--- config.mk ---
export PLATFORM = sky130hd
export DESIGN_NAME = oneshot_wavegen
export DESIGN_NICKNAME = d
export VERILOG_FILES = /design/src/rtl/pulse_gen_pkg.sv /design/src/rtl/pulse_gen_gate.sv /design/src/rtl/pulse_gen_seq.sv /design/src/rtl/pulse_gen_shaper.sv /design/src/rtl/oneshot_wavegen.sv
export SDC_FILE = /design/constraint.sdc
export NUM_CORES = 1
export LEC_CHECK = 0
export BUFFER_PORTS_ARGS = -buffer_cell sky130_fd_sc_hd__clkbuf_2
export CELL_PAD_IN_SITES_DETAIL_PLACEMENT = 1
export CELL_PAD_IN_SITES_GLOBAL_PLACEMENT = 1
export CORE_AREA = 2 2 39 41
export CTS_CLUSTER_DIAMETER = 60
export DETAILED_ROUTE_END_ITERATION = 8
export DIE_AREA = 0 0 41 43
export PLACE_DENSITY = 0.4
export SLEW_MARGIN = 20
export SYNTH_ARGS = -nofsm -noshare
export SYNTH_HDL_FRONTEND = slang
export SYNTH_SLANG_ARGS = --single-unit
--- constraint.sdc ---
create_clock -name clk_i -period 1.8 [get_ports clk_i]
set_input_delay 0.36 -clock clk_i [delete_from_list [all_inputs] [get_ports clk_i]]
set_output_delay 0.36 -clock clk_i [all_outputs]
set_load 0.02 [all_outputs]
--- src/rtl/pulse_gen_pkg.sv ---
package pulse_gen_pkg;

   // Output shape selector; the numeric codes are part of the block contract.
   typedef enum logic [1:0] {
      PSHAPE_RISE    = 2'd0,
      PSHAPE_FALL    = 2'd1,
      PSHAPE_IMPULSE = 2'd2
   } pshape_e;

   // Sequencer phase.
   typedef enum logic [1:0] {
      PH_WAIT = 2'd0,
      PH_ACT  = 2'd1,
      PH_DONE = 2'd2
   } phase_e;

   function automatic int unsigned cnt_width(input int unsigned dly, input int unsigned len);
      int unsigned span;
      span = (dly > len) ? dly : len;
      return (span < 1) ? 1 : $clog2(span + 1);
   endfunction

endpackage

--- src/rtl/pulse_gen_gate.sv ---
module pulse_gen_gate #(
   parameter bit USE_ENA  = 1'b1,
   parameter bit USE_SCLR = 1'b1
) (
   input  logic ena_i,
   input  logic sclr_i,
   output logic adv_o,
   output logic restart_o
);

   generate
      if (USE_ENA) begin : g_ena
         assign adv_o = ena_i;
      end else begin : g_no_ena
         logic unused_ena;
         assign unused_ena = ena_i;
         assign adv_o      = 1'b1;
      end

      if (USE_SCLR) begin : g_clr
         assign restart_o = sclr_i;
      end else begin : g_no_clr
         logic unused_clr;
         assign unused_clr = sclr_i;
         assign restart_o  = 1'b0;
      end
   endgenerate

endmodule

--- src/rtl/pulse_gen_seq.sv ---
module pulse_gen_seq
   import pulse_gen_pkg::*;
#(
   parameter int unsigned DELAY   = 4,
   parameter int unsigned LEN     = 1,
   parameter bit          IMPULSE = 1'b0
) (
   input  logic   clk_i,
   input  logic   rst_ni,
   input  logic   adv_i,
   input  logic   restart_i,
   output phase_e phase_o
);

   localparam int unsigned CNT_W = cnt_width(DELAY, LEN);
   localparam logic [CNT_W-1:0] DLY_LAST = CNT_W'(DELAY);
   localparam logic [CNT_W-1:0] LEN_LAST = CNT_W'(LEN - 1);
   localparam phase_e AFTER_WAIT = IMPULSE ? PH_ACT : PH_DONE;

   phase_e           phase_q, phase_d;
   logic [CNT_W-1:0] cnt_q, cnt_d;

   always_comb begin
      phase_d = phase_q;
      cnt_d   = cnt_q;
      if (restart_i) begin
         phase_d = PH_WAIT;
         cnt_d   = '0;
      end else if (adv_i) begin
         unique case (phase_q)
            PH_WAIT: begin
               if (cnt_q == DLY_LAST) begin
                  phase_d = AFTER_WAIT;
                  cnt_d   = '0;
               end else begin
                  cnt_d = cnt_q + 1'b1;
               end
            end
            PH_ACT: begin
               if (cnt_q == LEN_LAST) begin
                  phase_d = PH_DONE;
                  cnt_d   = '0;
               end else begin
                  cnt_d = cnt_q + 1'b1;
               end
            end
            default: begin
               phase_d = PH_DONE;
               cnt_d   = '0;
            end
         endcase
      end
   end

   always_ff @(posedge clk_i or negedge rst_ni) begin
      if (!rst_ni) begin
         phase_q <= PH_WAIT;
         cnt_q   <= '0;
      end else begin
         phase_q <= phase_d;
         cnt_q   <= cnt_d;
      end
   end

   assign phase_o = phase_q;

endmodule

--- src/rtl/pulse_gen_shaper.sv ---
module pulse_gen_shaper
   import pulse_gen_pkg::*;
#(
   parameter pshape_e SHAPE = PSHAPE_RISE
) (
   input  phase_e phase_i,
   output logic   wave_o
);

   generate
      if (SHAPE == PSHAPE_FALL) begin : g_fall
         assign wave_o = (phase_i == PH_WAIT);
      end else if (SHAPE == PSHAPE_IMPULSE) begin : g_imp
         assign wave_o = (phase_i == PH_ACT);
      end else begin : g_rise
         assign wave_o = (phase_i != PH_WAIT);
      end
   endgenerate

endmodule

--- src/rtl/oneshot_wavegen.sv ---
module oneshot_wavegen
   import pulse_gen_pkg::*;
#(
   parameter pshape_e     SHAPE    = PSHAPE_RISE,
   parameter int unsigned DELAY    = 4,
   parameter int unsigned LEN      = 1,
   parameter bit          USE_ENA  = 1'b1,
   parameter bit          USE_SCLR = 1'b1
) (
   input  logic clk_i,
   input  logic rst_ni,
   input  logic ena_i,
   input  logic sclr_i,
   output logic wave_o
);

   localparam bit IS_IMPULSE = (SHAPE == PSHAPE_IMPULSE);

   generate
      if (LEN < 1) begin : g_bad_len
         $error("oneshot_wavegen: LEN must be at least 1");
      end
      if (SHAPE != PSHAPE_RISE && SHAPE != PSHAPE_FALL && SHAPE != PSHAPE_IMPULSE) begin : g_bad_shape
         $error("oneshot_wavegen: SHAPE code not supported");
      end
   endgenerate

   logic   adv, restart;
   phase_e phase;

   pulse_gen_gate #(
      .USE_ENA  (USE_ENA),
      .USE_SCLR (USE_SCLR)
   ) u_gate (
      .ena_i     (ena_i),
      .sclr_i    (sclr_i),
      .adv_o     (adv),
      .restart_o (restart)
   );

   pulse_gen_seq #(
      .DELAY   (DELAY),
      .LEN     (LEN),
      .IMPULSE (IS_IMPULSE)
   ) u_seq (
      .clk_i     (clk_i),
      .rst_ni    (rst_ni),
      .adv_i     (adv),
      .restart_i (restart),
      .phase_o   (phase)
   );

   pulse_gen_shaper #(
      .SHAPE (SHAPE)
   ) u_shape (
      .phase_i (phase),
      .wave_o  (wave_o)
   );

endmodule

Word level (Yosys, flattened, before mapping). Cells that the tools add are included.

$add $sub $neg: 1. Equal/unequal tests: 4. Multiplexer cells: 10. Reductions and logical operators: 5.

Operators by type and width (count): $mux 3 (4); $mux 2 (4); $ne 3x2->1 const B (2); $pmux 3 s2 (1); $pmux 2 s2 (1); $reduce_bool 2->1 (2); $add 3x1->3 const B (1); $eq 3x3->1 const B (1); $logic_not 3->1 (1); $reduce_and 3->1 (1); $eq 2x1->1 const B (1); $logic_not 2->1 (1).

Register bits: 5. Input bits: 4. Output and inout bits: 1. Word-level logic and storage cells: 22.

Logic depth before layout (Yosys ltp). Gate-level depths: netlist (run 1).

Depth in word-level cells: 5. Gate-level depth with buffers: 5.

By module. Synthesis (run 1) repeated with hierarchy kept, for this count alone.

Cell total of the unflattened synthesis: 27. Area total of the unflattened synthesis: 246.5 um^2.

By module, submodules not included: pulse_gen_seq (instances 1, cells an instance 24, area an instance 225.2 um^2, seq. area each 100.1 um^2); pulse_gen_gate (instances 1, cells an instance 2, area an instance 15.0 um^2, seq. area each 0.0 um^2); pulse_gen_shaper (instances 1, cells an instance 1, area an instance 6.3 um^2, seq. area each 0.0 um^2).

Worst setup path before layout (run 1). OpenSTA, ideal clock, no wires.

Path type: reg2reg. From: register u_seq.cnt_q[0]. To: register u_seq.cnt_q[2]. Setup time: 71 ps. Arrival: 976 ps. Setup slack: 752 ps. Stages on the path, launching flop included: 6. Path buffers: 0. Period minus slack after synthesis: 1048 ps. Path through: dfrtp_1 > inv_1 > ha_1 > o31ai_1 > a21oi_1 > nor2_1.

Longest elaborated chain between the ends: 5. Elaborated cells between the ends (all ways): 8.

RTL lines: from (decl) (line pulse_gen_seq.sv:21) `logic [CNT_W-1:0] cnt_q, cnt_d;`; from (signal assigned) (line pulse_gen_seq.sv:61) `cnt_q <= cnt_d;`; $add 3x1->3, or another cell as far along (line pulse_gen_seq.sv:36, pulse_gen_seq.sv:44); $mux 3 (on tied branches) (line pulse_gen_seq.sv:40, pulse_gen_seq.sv:32); $pmux 3 s2 (*) (line pulse_gen_seq.sv:30) `unique case (phase_q)`; $mux 3 (*) (line pulse_gen_seq.sv:29) `end else if (adv_i) begin`; $mux 3 (*) (line pulse_gen_seq.sv:26) `if (restart_i) begin`.

Every way passes the cells marked *; elsewhere a longest branch is shown, timed or not. The select of a mux whose other input is x is not followed. A chain may end at the register's enable or synchronous reset.

Final worst setup path (run 1). Same ends and word-level chain as after synthesis.

==> results of run 1 <==
==> worst max-delay path, cell delays in order, from the launching register on <==
cell and delay [ns]:
dfrtp_1 0.36, inv_1 0.07, ha_1 0.23, o31ai_1 0.25
a21oi_1 0.10, nor2_1 0.09
==> Yosys cell counts <==
cell type and count:
a21oi_1 4, dfrtp_1 4, inv_1 3, ha_1 2
nand2b_1 2, nand3_1 2, and4bb_1 1, nand2_1 1
nand4_1 1, nor2_1 1, o31ai_1 1
==> metal layers <==
layer,wire (µm),part of all wire [%],up-vias,global-route usage (%)
met5,0,0,-,0
met3,32,7.2,0,2.09
met2,238,53,4,10.3
met1,174,39,91,5.25
met4,0,0,0,8.00
li1,-,-,93,-
==> power by group <==
group	switching (W)	internal [W]	leakage (nW)	total, W
logic	0.0000130	0.0000111	0.0648	0.0000241
clock network	0.0000322	0.0000743	0.0138	0.000106
registers	0.00000261	0.0000939	0.0546	0.0000965
total	0.0000478	0.000179	0.133	0.000227
==> per-stage QoR <==
step / area, µm² / hold WS (ns) / setup WS, ns / cells / util [%]
global placement: 253 / 0.170 / 0.680 / 42 / 18.3
global route: 285 / 0.348 / 0.518 / 46 / 20.6
detailed placement: 253 / 0.170 / 0.620 / 42 / 18.3
CTS: 285 / 0.344 / 0.603 / 46 / 20.6
finish: 285 / 0.343 / 0.641 / 46 / 20.6
floorplan: 213 / 0.0644 / 0.752 / 22 / -
==> cell type report <==
type,count,area [µm²]
multi-input cells,15,101
flip-flops and latches,4,100
repair buffers,5,30.0
well taps,16,20.0
clock buffers,3,22.5
inverters,3,11.3
fillers,164,1100
==> kinds of logic (layout without fill, tap and decap cells) <==
| logic type | count (synthesis) | count (layout) |
|---|---|---|
| compound gates | 5 | 5 |
| fa+ha+maj | 2 | 2 |
| buf+inv | 3 | 11 |
| flops | 4 | 4 |
| simple gates | 8 | 8 |
==> registers in the layout, summed over array words and instances, names as in the netlist <==
| name | flops |
|---|---|
| u_seq.cnt_q | 3 |
| u_seq.phase_o | 1 |
==> worst max-delay path by stage <==
stage | start | endpoint | slack, ns | depth (start not counted)
2_1_floorplan | u_seq.cnt_q[0] | u_seq.cnt_q[2] | 0.75 | 5
3_3_place_gp | u_seq.cnt_q[0] | u_seq.cnt_q[2] | 0.68 | 5
3_5_place_dp | u_seq.cnt_q[0] | u_seq.cnt_q[2] | 0.62 | 5
4_1_cts | u_seq.cnt_q[0] | u_seq.cnt_q[2] | 0.60 | 5
5_1_grt | u_seq.cnt_q[0] | u_seq.cnt_q[2] | 0.52 | 5
6_report | u_seq.cnt_q[0] | u_seq.cnt_q[2] | 0.64 | 5
==> results by group, run 1 <==
Critical path
  • Max Fanout on Critical Path: 3
  • Crit Path Class: reg2reg
  • Worst setup SP type: flop
  • R2r startpoint: u_seq.cnt_q[0]
  • R2R Setup Slk: 0.64 ns
  • Worst R2R End: u_seq.cnt_q[2]
  • WP data arrival: ~1.3 ns
  • CP required: a little under 2 ns
  • CP Capture Type: flop
  • FF-to-FF path depth: 5

Logic synthesis
  • Syn nets: 28
  • Mapped Cells: 22
  • Post-synth cell types: 11
  • Synth Register Bits: 4
  • Synth Cell Area: 213 µm²
  • Yosys warnings: 0
  • Xor and xnor area share after synthesis: 0%
  • Adder-Cell Fraction of Synth Area: between 10% and 20%
  • Mux share of post-synthesis cell area: 0%
  • Ranking of synthesized cells by area: dfrtp_1, ha_1, a21oi_1
  • Synthesized area per cell: 9.67 µm²
  • Post-synth top area cell: dfrtp_1
  • Combinational family with the most area after synthesis: simple AND/OR/NAND/NOR gates
  • Simple-Gate Fraction of Synth Area: approximately 23%
  • Register area share after synthesis: 47.1%
  • Compound-Gate Fraction of Synth Area: between 10% and 20%
  • Share of Yosys cell area claimed by the top area cell type: between 40 and 50%

Routing
  • Pre-antenna DRT Iters: 1
  • DR vias: 188
  • DR vias/cell: ~4
  • ANT nets after route: 0
  • Initial DRC Count: 0
  • DRC errors left: 0
  • Wirelength per Cell: between 9 and 10 µm
  • Routed WL: about 450 µm

GRT
  • Largest net degree at the start of global routing: 8
  • GRT overflow: 0
  • First-pass GRT wire length: slightly above 700 µm
  • Initial antenna violation count: 0
  • Vias in the first global route: a little under 200
  • GR Util All Layers: ~6.6%

CTS
  • Clk buf depth: 2
  • Clk pin slew, worst setup/hold paths: 0.03 ns
  • Resize count post-CTS: 0
  • Number of clock sinks: 4
  • Root Driver: clkbuf_4
  • Skew-Pair Late Insertion Delay: 0.23 ns
  • H-tree levels: 1
  • CTS tree: done
  • Hold_buf cts: 1
  • CTS buffer count: 3
  • Setup Buffers After CTS: 0

Finish
  • Share of cells above drive strength 1: between 20% and 30%
  • # nets final: 38
  • Ant. Diodes: 0
  • Commonest non-fill, non-tap cells in the layout: a21oi_1, clkbuf_2, dfrtp_1
  • Area grow syn2layout: 34.1%

Floorplan
  • Die width: 41 µm
  • # IOs: 5
  • Initial Util: 15.4%
  • Die H: approximately 43 µm
  • Core footprint: about 1400 µm²
  • Die area: about 1800 µm²
  • Row cnt: 14

STA
  • Relative slew slack: 85.6%
  • Fmax: around 860 MHz
  • Setup TNS: 0 ns
  • Tightest Pin Transition: around 0.21 ns
  • Final Hold Viols: 0
  • Clock skew: 0.00105 ns
  • Part of the cycle the worst path needs: 64.4%
  • Fin crit period: between 1 and 1.5 ns
  • Final Max Slew Viols: 0
  • RSZ-0062 raised after global routing: no
  • # setup viols final: 0

Placed design
  • GPL Wtd Cong: about 0.67
  • PortBufs: 4
  • Detailed placement HPWL: between 300 and 400 µm

Job
  • Max-Cap Viols: 0

Power and ir drop
  • Power, Total: 0.000227 W
  • Cell area power density: between 700 and 800 nW/µm²
  • LEAKAGE: around 0.13 nW
  • Max IR drop VDD: slightly above 200 µV

Worst hold path
  • Worst hold start: sclr_i
  • Path type of the worst min-delay path: in2reg
  • Hold-critical path depth: 2
  • Sink of the worst hold path: u_seq.cnt_q[2]

Status
  • Status: complete, no violations
(Power assumes the default switching activity.)
==> run 2: changes to the inputs <==
==> constraint.sdc (replaced) <==
create_clock -name clk_i -period 1.16 [get_ports clk_i]
set_input_delay 0.232 -clock clk_i [delete_from_list [all_inputs] [get_ports clk_i]]
set_output_delay 0.232 -clock clk_i [all_outputs]
set_load 0.02 [all_outputs]
==> run 2 against run 1 <==
Against the previous run:
- clock-buffer cell count did not move
- highest routed layer is now met4
- first-iteration DRC count rose by 3
- register-to-register slack got worse by 0.57 ns
- combinational power rose by 93%
- via count fell by 1.1%
- final cell count did not move
- hold slack got worse by 0.14 ns
==> results by group, run 2 (synthesis results as in run 1) <==
Status
  • Status: complete, no violations

Routing
  • DR vias: 186
  • DRC errors left: 0
  • ANT nets after route: 0
  • Initial DRC Count: 3
  • Routed WL: around 420 µm
  • Wirelength per Cell: about 9 µm
  • DR vias/cell: approximately 4
  • Pre-antenna DRT Iters: 3

Critical path
  • Crit-path cells: ha_2 > and4bb_1 > a21oi_1 > nor2_1
  • Worst R2R End: u_seq.cnt_q[2]
  • R2r startpoint: u_seq.cnt_q[1]
  • CP Capture Type: flop
  • Crit path to: u_seq.cnt_q[2]
  • Slowest-stage cell, CP: dfrtp_1
  • Worst setup SP type: flop
  • Max Fanout on Critical Path: 3
  • Worst Setup SP: u_seq.cnt_q[1]
  • WP data arrival: between 1 and 1.5 ns
  • Worst path max stage delay: approximately 0.39 ns
  • CP required: approximately 1.3 ns
  • FF-to-FF path depth: 4
  • R2R Setup Slk: approximately 0.075 ns
  • Crit Path Class: reg2reg

Floorplan
  • # IOs: 5
  • Core footprint: between 1000 and 1500 µm²
  • Die H: between 40 and 50 µm
  • Die width: about 41 µm
  • Row cnt: 14
  • Initial Util: 15.4%
  • Die area: ~1800 µm²

GRT
  • Largest net degree at the start of global routing: 8
  • Vias in the first global route: around 210
  • GR Util All Layers: under 10%
  • First-pass GRT wire length: between 700 and 800 µm
  • GRT overflow: 0
  • Initial antenna violation count: 0

STA
  • RSZ-0062 raised after global routing: yes
  • Relative slew slack: 88.3%
  • Fmax: slightly above 900 MHz
  • Part of the cycle the worst path needs: between 90% and 100%
  • Final setup margin: 0.0746 ns
  • Tightest Pin Transition: 0.174 ns
  • Fin crit period: around 1.1 ns
  • # setup viols final: 0
  • Clock skew: around 0.0009 ns
  • Final Hold Viols: 0
  • Final Max Slew Viols: 0

Placed design
  • Detailed placement HPWL: between 300 and 400 µm
  • DP Area: about 250 µm²
  • PortBufs: 4
  • GPL Wtd Cong: 0.722
  • Placed cells: 42
  • Placement Setup Slack: 0.0287 ns

Finish
  • Multi-input gate area: approximately 120 µm²
  • FF/Latch Area: ~100 µm²
  • # nets final: 38
  • Design Area, Final: 305 µm²
  • Most flops, register: u_seq.cnt_q
  • Layout fillers: between 150 and 200
  • Max reg flops: 3
  • Share of cells above drive strength 1: between 30 and 40%
  • Finished Layout Cells: 46
  • Final core occ: between 20% and 30%
  • Area grow syn2layout: 43.5%
  • Commonest non-fill, non-tap cells in the layout: a21oi_1, clkbuf_2, dfrtp_1
  • Ant. Diodes: 0

Power and ir drop
  • Max IR drop VDD: around 380 µV
  • Cell area power density: ~1200 nW/µm²
  • LEAKAGE: 0.132 nW

CTS
  • Setup Buffers After CTS: 0
  • Skew-Pair Late Insertion Delay: between 0.2 and 0.25 ns
  • Clk buf depth: 2
  • Root Driver: clkbuf_4
  • Clk pin slew, worst setup/hold paths: 0.04 ns
  • CTS tree: done
  • H-tree levels: 1
  • Number of clock sinks: 4
  • CTS buffer count: 3

Worst hold path
  • Path type of the worst min-delay path: in2reg

Job
  • Max-Cap Viols: 0
==> run 2: critical path, delay by kind of cell, from the launching register on <==
kind	cells	cell delay, ns
DFF	1	0.39
and+or+nand+nor	2	0.26
adders and majority gates	1	0.20
AOI/OAI and AO/OA	1	0.13
==> run 2: stage by stage <==
stage	hold WS, ns	total power [W]	TNS (ns)
after floorplan	-0.0636	0.000170	0
after global placement	0.0413	0.000187	0
after detailed placement	0.0393	0.000186	0
after CTS	0.204	0.000365	0
after global routing	0.188	0.000406	-0.00176
final	0.206	0.000365	0
==> run 2: repair_timing <==
action | CTS | global route
hold endpoints to repair | 4 | 0
setup endpoints to repair | 0 | 1
hold buffers | 1 | 0
resized for setup | 0 | 5
==> run 2: final cells by class <==
class	instances	share of cell area (%)
Sequential cell	4	32.8
Timing Repair Buffer	5	9.84
Multi-Input combinational cell	15	39.8
Clock buffer	3	7.38
Tap cell	16	6.56
Inverter	3	3.69
==> run 2: worst min path at each step <==
stage                     depth (start not counted)          endpoint    from
after detailed placement                          1    u_seq.cnt_q[0]  rst_ni
final                                             2    u_seq.cnt_q[1]  sclr_i
after global routing                              2    u_seq.cnt_q[0]  sclr_i
after floorplan                                   0    u_seq.cnt_q[0]  rst_ni
after CTS                                         2    u_seq.cnt_q[1]  sclr_i
after global placement                            1  u_seq.phase_o[1]  rst_ni
==> run 2: power by group <==
group	total (W)	switching, W	leakage (nW)	internal [W]
Clock	0.000168	0.0000530	0.0138	0.000115
Sequential	0.000150	0.00000465	0.0546	0.000146
Combinational	0.0000464	0.0000232	0.0639	0.0000233
Total	0.000365	0.0000808	0.132	0.000284
==> run 2: routing by layer <==
metal	vias up	share of wire (%)	GRT usage [%]
met5	-	0	0
met4	0	3.4	10.0
met3	2	3.8	3.66
met2	6	50	9.38
met1	85	43	7.17
li1	93	-	-
